[src/rtl/tile_track_pkg.sv]
package tile_track_pkg;

  // Strobes from the control to the per-thread state registers
  typedef struct packed {
    logic setEnable;
    logic setInUse;
    logic clrInUse;
  } tileStrobe_t;

endpackage

[src/rtl/tile_track_state.sv]
module tile_track_state
  import tile_track_pkg::*;
#(
  parameter int NUM_THREADS = 8,
  parameter int TID_W       = 3
) (
  input  logic                   clk,
  input  logic                   rstN,
  input  logic [TID_W-1:0]       threadId,
  input  tileStrobe_t            strobe,
  output logic [NUM_THREADS-1:0] enableVec,
  output logic [NUM_THREADS-1:0] inUseVec
);

  for (genvar t = 0; t < NUM_THREADS; t++) begin : g_thread
    logic hit;
    assign hit = (threadId == TID_W'(t));

    always_ff @(posedge clk) begin
      if (!rstN) begin
        enableVec[t] <= 1'b0;
        inUseVec[t]  <= 1'b0;
      end else if (hit) begin
        if (strobe.setEnable) enableVec[t] <= 1'b1;
        // release wins over a same-cycle accepted issue
        if (strobe.clrInUse)      inUseVec[t] <= 1'b0;
        else if (strobe.setInUse) inUseVec[t] <= 1'b1;
      end
    end
  end

endmodule

[src/rtl/tile_track_ctrl.sv]
module tile_track_ctrl
  import tile_track_pkg::*;
#(
  parameter int NUM_THREADS = 8,
  parameter int TID_W       = 3
) (
  input  logic                   clk,
  input  logic                   rstN,
  input  logic [TID_W-1:0]       threadId,
  input  logic                   issueValid,
  input  logic                   enableCmd,
  input  logic                   releaseCmd,
  input  logic                   switchReq,
  input  logic [NUM_THREADS-1:0] enableVec,
  input  logic [NUM_THREADS-1:0] inUseVec,
  output tileStrobe_t            strobe,
  output logic                   issueAccept,
  output logic                   faultPulse,
  output logic                   saveRequired
);

  localparam int SLOTS = 1 << TID_W;

  logic [SLOTS-1:0] enExt;
  logic [SLOTS-1:0] useExt;
  logic             tidOk;
  logic             curEn;
  logic             curUse;
  logic             acceptNext;
  logic             faultNext;
  logic             saveNext;

  assign enExt  = SLOTS'(enableVec);
  assign useExt = SLOTS'(inUseVec);
  assign tidOk  = (32'(threadId) < NUM_THREADS);
  assign curEn  = enExt[threadId];
  assign curUse = useExt[threadId];

  // judged against state before this cycle's commands
  assign acceptNext = issueValid & tidOk & curEn;
  assign faultNext  = issueValid & tidOk & ~curEn;
  assign saveNext   = switchReq & tidOk & curUse;

  always_comb begin
    strobe           = '0;
    strobe.setEnable = enableCmd;
    strobe.setInUse  = acceptNext;
    strobe.clrInUse  = releaseCmd;
  end

  always_ff @(posedge clk) begin
    if (!rstN) begin
      issueAccept  <= 1'b0;
      faultPulse   <= 1'b0;
      saveRequired <= 1'b0;
    end else begin
      issueAccept  <= acceptNext;
      faultPulse   <= faultNext;
      saveRequired <= saveNext;
    end
  end

endmodule

[src/rtl/tile_track.sv]
module tile_track
  import tile_track_pkg::*;
#(
  parameter int NUM_THREADS = 8,
  localparam int TID_W = (NUM_THREADS > 1) ? $clog2(NUM_THREADS) : 1
) (
  input  logic             clk,
  input  logic             rstN,
  input  logic [TID_W-1:0] threadId,
  input  logic             issueValid,
  input  logic             enableCmd,
  input  logic             releaseCmd,
  input  logic             switchReq,
  output logic             issueAccept,
  output logic             faultPulse,
  output logic             saveRequired
);

  tileStrobe_t            strobe;
  logic [NUM_THREADS-1:0] enableVec;
  logic [NUM_THREADS-1:0] inUseVec;

  tile_track_ctrl #(.NUM_THREADS(NUM_THREADS), .TID_W(TID_W)) u_ctrl (
    .clk         (clk),
    .rstN        (rstN),
    .threadId    (threadId),
    .issueValid  (issueValid),
    .enableCmd   (enableCmd),
    .releaseCmd  (releaseCmd),
    .switchReq   (switchReq),
    .enableVec   (enableVec),
    .inUseVec    (inUseVec),
    .strobe      (strobe),
    .issueAccept (issueAccept),
    .faultPulse  (faultPulse),
    .saveRequired(saveRequired)
  );

  tile_track_state #(.NUM_THREADS(NUM_THREADS), .TID_W(TID_W)) u_state (
    .clk      (clk),
    .rstN     (rstN),
    .threadId (threadId),
    .strobe   (strobe),
    .enableVec(enableVec),
    .inUseVec (inUseVec)
  );

endmodule

[config.mk]
export PLATFORM = sky130hd
export DESIGN_NAME = tile_track
export DESIGN_NICKNAME = d
export VERILOG_FILES = /design/src/rtl/tile_track_pkg.sv /design/src/rtl/tile_track_state.sv /design/src/rtl/tile_track_ctrl.sv /design/src/rtl/tile_track.sv
export SDC_FILE = /design/constraint.sdc
export NUM_CORES = 1
export LEC_CHECK = 0
export CORE_MARGIN = 2
export CORE_UTILIZATION = 57
export CTS_BUF_LIST = sky130_fd_sc_hd__clkbuf_2
export CTS_CLUSTER_SIZE = 12
export DETAILED_ROUTE_END_ITERATION = 8
export MAX_ROUTING_LAYER = met4
export PLACE_DENSITY = 0.82
export SYNTH_ARGS = -nofsm -noshare
export SYNTH_HDL_FRONTEND = slang
export SYNTH_SLANG_ARGS = --single-unit
[constraint.sdc]
create_clock -name clk -period 2.3 [get_ports clk]
set_input_delay 0.46 -clock clk [delete_from_list [all_inputs] [get_ports clk]]
set_output_delay 0.46 -clock clk [all_outputs]
set_load 0.05 [all_outputs]
==> impl_results.md, run 1 <==
- Layout fillers: 127
- Crit. path cell count: 1
- Post-synth EDFFs: 0
- CTS max path bufs: 2
- Final global-route overflow total: 0
- Most common cell in the synthesized netlist: dfxtp_1
- Commonest cells post-synth: dfxtp_1 (19), nand3_1 (11), nand2_1 (9)
- Power, Total: 581.8 uW
- PwrDens: 565.0 nW/um^2
- Ant diodes: 0
- GRT Util Overall: 0.2189
- Peak VDD IR: 0.3712 mV
- Crit. Startpoint: u_ctrl.saveRequired$_SDFF_PN0_
- Final Hold Viols: 0
- Clk pwr share: 0.249
- Clk sinks: 19
- Leak Pwr: 0.0003634 uW
- Clock Latency Late Sink: 310 ps
- Combinational power share: 0.161
- IO buf count: 11
- Crit path required time: 1840 ps
- Die width: 44.09 microns
- Tightest Pin Transition: 706.2 ps
- Crit path capture: saveRequired
- Vias: 761
- Post-route insts no fill: 128
- Worst reg-to-reg path cell count: 4
- Syn nets: 113
- Slew headroom: 0.5277
- Critical Path Sink Type: output pin
- Psw: 156.3 uW
- Cells after Synth: 104
- HP Class: reg2reg
- H-tree depth: 1
- Post-layout nets: 122
- Tcrit/Tclk final: 0.8285
- Max-Cap Viols: 0
- Detailed placement HPWL: 1321 microns
- Sum of negative setup slack: 0 ps
- Synth cell types: 25
- Total CTS buffers: 3
- Reg2Reg Setup Slack: 1120 ps
- DRT antenna net count: 0
- Area growth syn-to-layout: 12.43%
- Max-slew violation count: 0
- WL/cell: 13.94 microns
- Setup bufs post-CTS: 0
- Max Fclk: 524.8 MHz
- Crit path largest cell delay: 790 ps
- Fin Clk Skew: 4.523 ps
- Top_reg_cell synth: dfxtp_1
- Pin count of the biggest net entering global routing: 21
- Final setup violating endpoints: 0
- Synth Warn #: 0
- Slowest CP cell: clkdlybuf4s50_1
- CP cell instances: clkdlybuf4s50_1
- Switch share: 0.2687
- FF-to-FF End: u_state.inUseVec[0]$_SDFFE_PN0P_
- Area occupied by multi-input gates: 476.7 sq um
- Final min period: 1905 ps
- Cell-internal power: 425.4 uW
- Seq cells post-synth: 19
- Initial core utilization: 0.6080
- TritonRoute pass-1 iters: 4
- Vias in the first global route: 669
- Post-CTS sizing: 0
- CP Max Fanout: 1
- First DRT Iteration DRCs: 16
- Status: finished clean
- Post-CTS Hold Buffers: 0
- Total routed wirelength: 1784 microns
- Placer Congestion: 0.8179
- Initial antenna violation count: 0
- Worst EP arrival: 1450 ps
- Vias per Instance: 5.945
- Synth area leaders: dfxtp_1 (42%), nand3_1 (6.0%), mux2i_1 (5.5%)
- Synth area leader: dfxtp_1
- Reg2reg start: u_state.enableVec[5]$_SDFFE_PN0P_
- DRC Markers: 0
- Sequential fraction of the synthesis area: 0.4153
- First-pass GRT wire length: 2967 microns
- Unrepaired setup endpoints after global routing: no
- Die Height: 44.09 microns
- Rows: 14
- Clock Pin Slew Worst Setup and Hold Paths: 160 ps
- Synth top area share: 0.4153
- Startpoint Class: flop
- Crit path buffers/inverters: 1
- Syn_area_per_cell: 8.807 sq um
- Post-Synthesis Cell Area: 915.9 sq um
- Number of top-level pins: 12
- CTS root buf: clkbuf_2
- CP delay by family, top: buffers and inverters
- Fraction of registers with async set/reset: 0
- Total Die Area: 1943 sq um
- Crit path kind: reg2out
- Reg power frac: 0.590
- Core Footprint: 1506 sq um
- Flip-flop and latch area: 380.4 sq um
- Placed Cells: 124
- Layout cells sized above 1: 0.1071
- CTS tree: yes
## registers in the layout, indices dropped and copies added, names as in the netlist
register	cells
u_ctrl.faultPulse	1
u_ctrl.issueAccept	1
u_ctrl.saveRequired	1
u_state.enableVec	8
u_state.inUseVec	8
## metal layers
layer / GRT usage / vias to the layer above / share of wire
met3: 0.05306 / 8 / 0.045
met2: 0.3000 / 17 / 0.44
met4: 0.1273 / 0 / 0.032
met1: 0.2924 / 348 / 0.48
li1: - / 388 / -
met5: - / - / 0
## cells by family (layout without fill, tap and decap cells)
group | Yosys count | count (layout) | share of synthesized area
flip-flops | 19 | 19 | 0.4153
AND/OR/NAND/NOR | 50 | 50 | 0.3087
AO/OA/AOI/OAI | 18 | 18 | 0.1079
buffers and inverters | 10 | 18 | 0.06420
multiplexers | 7 | 7 | 0.1038
## worst min path at each step
stage | start | slack, ps | cells past startpoint | to
final | u_state.inUseVec[1]$_SDFFE_PN0P_ | 470 | 2 | u_state.inUseVec[1]$_SDFFE_PN0P_
after floorplan | u_state.inUseVec[1]$_SDFFE_PN0P_ | 430 | 2 | u_state.inUseVec[1]$_SDFFE_PN0P_
after detailed placement | u_state.inUseVec[5]$_SDFFE_PN0P_ | 450 | 2 | u_state.inUseVec[5]$_SDFFE_PN0P_
after global placement | u_state.inUseVec[1]$_SDFFE_PN0P_ | 440 | 2 | u_state.inUseVec[1]$_SDFFE_PN0P_
after CTS | u_state.inUseVec[1]$_SDFFE_PN0P_ | 470 | 2 | u_state.inUseVec[1]$_SDFFE_PN0P_
after global routing | u_state.inUseVec[1]$_SDFFE_PN0P_ | 500 | 2 | u_state.inUseVec[1]$_SDFFE_PN0P_
## cell usage in the layout, fill, tap and decap left out, types with 2 or more instances in the layout
cell / count
a21oi_1: 8
o21ai_1: 8
nor2_1: 3
nand2_1: 9
nand3_1: 11
clkdlybuf4s50_1: 11
nor2b_1: 8
dfxtp_1: 19
nor3b_1: 3
nand4_1: 8
buf_4: 3
and2_1: 2
mux2i_1: 5
mux4_2: 2
clkbuf_2: 4
## layout make-up
class                           count  area share
Clock buffer                        4     0.01944
Tap cell                           16     0.01944
Timing Repair Buffer               14      0.1288
Sequential cell                    19      0.3694
Multi-Input combinational cell     75      0.4629
## power groups by stage
stage	Sequential [uW]	Clock (uW)	Combinational, uW
floorplan	356	0	61.1
global placement	350	0	91.2
detailed placement	350	0	92.6
CTS	343	147	93.0
global route	344	160	101
finish	343	145	93.7
## through the flow
stage               setup WS, ps    util  instance area [sq um]  hold slack (ps)
floorplan                  904.8       -                  915.9            434.1
global placement           280.7  0.6703                   1010            441.4
detailed placement         210.7  0.6703                   1010            452.6
CTS                        386.3  0.6836                   1030            473.9
global route               330.0  0.6836                   1030            498.4
finish                     394.5  0.6836                   1030            468.4
Note: power is estimated with default switching activity, not from simulation.
==> run 2, diff against run 1 <==
--- a/config.mk
+++ b/config.mk
@@ -6,12 +6,12 @@
 export NUM_CORES = 1
 export LEC_CHECK = 0
 export CORE_MARGIN = 2
-export CORE_UTILIZATION = 57
+export CORE_UTILIZATION = 55
 export CTS_BUF_LIST = sky130_fd_sc_hd__clkbuf_2
 export CTS_CLUSTER_SIZE = 12
 export DETAILED_ROUTE_END_ITERATION = 8
 export MAX_ROUTING_LAYER = met4
-export PLACE_DENSITY = 0.82
+export PLACE_DENSITY = 0.8
 export SYNTH_ARGS = -nofsm -noshare
 export SYNTH_HDL_FRONTEND = slang
 export SYNTH_SLANG_ARGS = --single-unit
==> constraint.sdc (replaced) <==
create_clock -name clk -period 1.96 [get_ports clk]
set_input_delay 0.392 -clock clk [delete_from_list [all_inputs] [get_ports clk]]
set_output_delay 0.392 -clock clk [all_outputs]
set_load 0.05 [all_outputs]
==> run 2 against run 1 <==
Setup slack worse by 260 ps; largest cell class unchanged; clock power up 19%; combinational power rose by 25%; register-to-register slack worse by 320 ps; total power grew 19%; first-iteration DRC count rose by 44%.
==> impl_results.md, run 2 (synthesis gave the netlist of run 1 again) <==
- Crit path kind: reg2out
- First DRT Iteration DRCs: 23
- Max-Cap Viols: 0
- Most common cell after layout, fill and taps aside: dfxtp_1
- Combinational power share: 0.170
- Vias: 790
- Placed Cells: 129
- Leak Pwr: 0.0003884 uW
- GRT Util Overall: 0.2313
- First-pass GRT wire length: 3153 microns
- Power, Total: 692.4 uW
- Clk pwr share: 0.249
- Post-CTS sizing: 0
- Crit. Startpoint: u_ctrl.faultPulse$_SDFF_PN0_
- Clock Latency Late Sink: 320 ps
- Post-route insts no fill: 133
- Clock Pin Slew Worst Setup and Hold Paths: 180 ps
- Sum of negative setup slack: 0 ps
- Cell-internal power: 505.0 uW
- Layout fillers: 129
- Die Height: 44.81 microns
- Crit path capture: faultPulse
- Max Fclk: 547.2 MHz
- HP Class: reg2reg
- Setup bufs post-CTS: 0
- Layout cells sized above 1: 0.1453
- Final setup violating endpoints: 0
- CTS max path bufs: 2
- Placer Congestion: 0.8377
- PnR worst setup slack: 132.4 ps
- Tcrit/Tclk final: 0.9324
- Rows: 14
- Final min period: 1828 ps
- Status: finished clean
- Slowest CP cell: clkdlybuf4s50_1
- Regs by FF count: u_state.enableVec (8), u_state.inUseVec (8)
- Final Cell Area: 1067 sq um
- Reg2reg start: u_state.enableVec[5]$_SDFFE_PN0P_
- DRC Markers: 0
- TritonRoute pass-1 iters: 4
- Die width: 44.81 microns
- Fin Clk Skew: 20.63 ps
- Slew headroom: 0.6681
- Total CTS buffers: 3
- Total Die Area: 2007 sq um
- Final global-route overflow total: 0
- Post-CTS Hold Buffers: 0
- Startpoint Class: flop
- Initial antenna violation count: 0
- CP delay by family, top: buffers and inverters
- Vias in the first global route: 764
- Area growth syn-to-layout: 16.53%
- PwrDens: 648.8 nW/um^2
- IO buf count: 11
- H-tree depth: 1
- Pin count of the biggest net entering global routing: 27
- Detailed placement HPWL: 1430 microns
- Max-slew violation count: 0
- Psw: 187.4 uW
- Crit path buffers/inverters: 1
- Total routed wirelength: 1909 microns
- Place WS: 47.53 ps
- Core Footprint: 1541 sq um
- Critical Path Sink Type: output pin
- Tightest Pin Transition: 496.3 ps
- Crit. path cell count: 1
- Peak VDD IR: 0.4785 mV
- Most frequent cells in the layout: dfxtp_1 (19), nand3_1 (11), clkdlybuf4s50_1 (11)
- Unrepaired setup endpoints after global routing: no
- Worst EP arrival: 1440 ps
- Switch share: 0.2706
- DRT antenna net count: 0
- Crit path largest cell delay: 790 ps
- CP Max Fanout: 1
- CP cell instances: clkdlybuf4s50_1
- Final Hold Viols: 0
- Post-layout nets: 127
- Reg power frac: 0.581
- FF-to-FF End: u_state.inUseVec[7]$_SDFFE_PN0P_
- Clk sinks: 19
- Worst reg-to-reg path cell count: 4
- CTS root buf: clkbuf_2
- Initial core utilization: 0.5942
- Number of top-level pins: 12
- WL/cell: 14.35 microns
- Reg2Reg Setup Slack: 800 ps
- Vias per Instance: 5.940
- Cell Area, Placed: 1047 sq um
- Crit path required time: 1570 ps
- CTS tree: yes
- Ant diodes: 0
run 2: cell types whose count changed in the layout (fill, tap and decap cells not counted), sizes merged:
cell  change
buf       +5
run 2: area by class of cell:
cell class,instances,area [sq um],share of cell area
clock buffer,4,20.02,0.01876
sequential,19,380.4,0.3564
timing repair buffer,19,170.2,0.1594
tap,16,20.02,0.01876
multi-input combinational,75,476.7,0.4467
run 2: tightest hold or removal path: stages (launching register included):
cell,delay (ps)
dfxtp_1,350
nand3_1,60
o21ai_1,50
run 2: per-stage QoR:
step,util,hold WS (ps)
final,0.6924,470.9
after global routing,0.6924,501.0
after CTS,0.6924,471.2
after detailed placement,0.6794,450.3
after global placement,0.6794,442.6
after floorplan,-,434.1
run 2: power groups by stage:
stage / sequential (uW) / clock (uW) / combinational (uW)
floorplan: 418 / 0 / 71.7
global route: 404 / 186 / 128
finish: 403 / 172 / 117
detailed placement: 411 / 0 / 117
global placement: 410 / 0 / 114
CTS: 403 / 174 / 117
run 2: metal layers:
layer,vias to the layer above,track usage,share of wire,wire length [microns]
met2,11,0.3652,0.48,924
met1,375,0.2663,0.47,891
met3,4,0.04800,0.028,54
li1,400,-,-,-
met5,-,-,0,0
met4,0,0.1471,0.020,38
run 2: worst min path at each step:
stage	startpoint	cells past startpoint	end	slack (ps)
finish	u_state.inUseVec[1]$_SDFFE_PN0P_	2	u_state.inUseVec[1]$_SDFFE_PN0P_	470
global route	u_state.inUseVec[1]$_SDFFE_PN0P_	2	u_state.inUseVec[1]$_SDFFE_PN0P_	500
CTS	u_state.inUseVec[1]$_SDFFE_PN0P_	2	u_state.inUseVec[1]$_SDFFE_PN0P_	470
detailed placement	u_state.inUseVec[1]$_SDFFE_PN0P_	2	u_state.inUseVec[1]$_SDFFE_PN0P_	450
global placement	u_state.inUseVec[5]$_SDFFE_PN0P_	2	u_state.inUseVec[5]$_SDFFE_PN0P_	440
floorplan	u_state.inUseVec[1]$_SDFFE_PN0P_	2	u_state.inUseVec[1]$_SDFFE_PN0P_	430
==> run 3, diff against run 2 <==
--- a/config.mk
+++ b/config.mk
@@ -10,6 +10,8 @@
 export CTS_BUF_LIST = sky130_fd_sc_hd__clkbuf_2
 export CTS_CLUSTER_SIZE = 12
 export DETAILED_ROUTE_END_ITERATION = 8
+export GPL_TIMING_DRIVEN = 0
+export HOLD_SLACK_MARGIN = 0.02
 export MAX_ROUTING_LAYER = met4
 export PLACE_DENSITY = 0.8
 export SYNTH_ARGS = -nofsm -noshare
==> constraint.sdc (replaced) <==
create_clock -name clk -period 1.96 [get_ports clk]
set_input_delay 0.196 -clock clk [delete_from_list [all_inputs] [get_ports clk]]
set_output_delay 0.196 -clock clk [all_outputs]
set_load 0.05 [all_outputs]
==> run 3 against run 2 <==
Die area did not move; clock power barely moved; worst hold slack got worse by 220 ps; combinational power fell by 8%; utilization fell by 3.3 points; highest routed layer unchanged.
==> impl_results.md, run 3 (synthesis gave the netlist of run 1 again) <==
- Number of top-level pins: 12
- Area growth syn-to-layout: 10.93%
- Fin Clk Skew: 12.26 ps
- Total routed wirelength: 1807 microns
- Clk sinks: 19
- WL/cell: 13.90 microns
- Max Fclk: 607.3 MHz
- Ant diodes: 0
- Status: finished clean
- Clock Latency Late Sink: 300 ps
- HP Class: in2reg
- Slew headroom: 0.6649
- GRT Util Overall: 0.2209
- CP Max Fanout: 1
- Die Height: 44.81 microns
- Hold Crit Start: enableCmd
- Leak Pwr: 0.0003603 uW
- Sum of negative setup slack: 0 ps
- WHS: 249.2 ps
- Final min period: 1647 ps
- Post-CTS Hold Buffers: 0
- Total CTS buffers: 3
- Vias in the first global route: 701
- Placer Congestion: 0.8026
- Total Die Area: 2007 sq um
- Crit path largest cell delay: 800 ps
- Rows: 14
- Max-Cap Viols: 0
- Final global-route overflow total: 0
- Most common cell after layout, fill and taps aside: dfxtp_1
- CTS max path bufs: 2
- DRT antenna net count: 0
- CP cell instances: clkdlybuf4s50_1
- First DRT Iteration DRCs: 16
- Setup bufs post-CTS: 0
- Regs by FF count: u_state.enableVec (8), u_state.inUseVec (8)
- DRC Markers: 0
- Layout cells sized above 1: 0.1228
- Unrepaired setup endpoints after global routing: no
- First-pass GRT wire length: 3153 microns
- IO buf count: 6
- Pin count of the biggest net entering global routing: 11
- CTS tree: yes
- Startpoint Class: flop
- Slowest CP cell: clkdlybuf4s50_1
- Most frequent cells in the layout: dfxtp_1 (19), nand3_1 (11), nand2_1 (9)
- Crit path buffers/inverters: 1
- Vias: 779
- TritonRoute pass-1 iters: 4
- H-tree depth: 1
- Peak VDD IR: 0.4273 mV
- CTS root buf: clkbuf_2
- Vias per Instance: 5.992
- Detailed placement HPWL: 1324 microns
- Die width: 44.81 microns
- Critical Path Sink Type: output pin
- Post-CTS sizing: 0
- Crit. Startpoint: u_ctrl.issueAccept$_SDFF_PN0_
- CP delay by family, top: buffers and inverters
- Core Footprint: 1541 sq um
- Reg2reg start: u_state.enableVec[5]$_SDFFE_PN0P_
- Initial antenna violation count: 0
- Crit path required time: 1760 ps
- PwrDens: 674.1 nW/um^2
- Worst EP arrival: 1450 ps
- Crit path kind: reg2out
- Tcrit/Tclk final: 0.8402
- Post-layout nets: 124
- Max-slew violation count: 0
- Initial core utilization: 0.5942
- Tightest Pin Transition: 501.1 ps
- Clock Pin Slew Worst Setup and Hold Paths: 190 ps
- Final Hold Viols: 0
- Final setup violating endpoints: 0
- Layout fillers: 135
run 3: metrics by stage:
step | utilization | area [sq um] | total power, uW | setup slack, ps | cells
after CTS | 0.6591 | 1016 | 685.4 | 309.9 | 130
after global routing | 0.6591 | 1016 | 715.2 | 274.3 | 130
final | 0.6591 | 1016 | 684.8 | 313.3 | 130
after detailed placement | 0.6461 | 996.0 | 517.3 | 211.7 | 126
after global placement | 0.6461 | 996.0 | 515.2 | 243.1 | 126
after floorplan | - | 915.9 | 489.3 | 828.8 | 104
run 3: worst paths after layout:
path                                             to  slack (ps)  cells past startpoint
setup / recovery                        issueAccept         310                      1
hold / removal    u_state.enableVec[2]$_SDFFE_PN0P_         250                      3
setup reg to reg   u_state.inUseVec[5]$_SDFFE_PN0P_         820                      4
hold reg to reg    u_state.inUseVec[3]$_SDFFE_PN0P_         470                      2
run 3: worst reg2reg max path, stage by stage (launching register included):
cell and delay [ps]:
dfxtp_1 370, mux2i_1 100, a22oi_2 240, nand3_2 220, o21ai_1 170
run 3: cell type report:
type                       count  area (sq um)  share of cell area
sequential                    19         380.4              0.3744
timing repair buffer           6         60.06             0.05911
tap                           16         20.02             0.01970
multi-input combinational     75         476.7              0.4692
clock buffer                   4         20.02             0.01970
buffer                        10         58.81             0.05788
run 3: layer usage:
metal / vias up / track usage / part of all wire
li1: 390 / - / -
met1: 360 / 0.3173 / 0.48
met2: 27 / 0.3188 / 0.45
met3: 2 / 0.03600 / 0.058
met4: 0 / 0.07059 / 0.0061
met5: - / - / 0
run 3: where the power goes:
part / leakage [uW] / switching [uW] / internal, uW / total [uW]
clock: 0.0000166 / 120 / 54.1 / 174
combinational: 0.000190 / 64.3 / 43.8 / 108
sequential: 0.000154 / 4.69 / 398 / 402
total: 0.000360 / 189 / 496 / 685
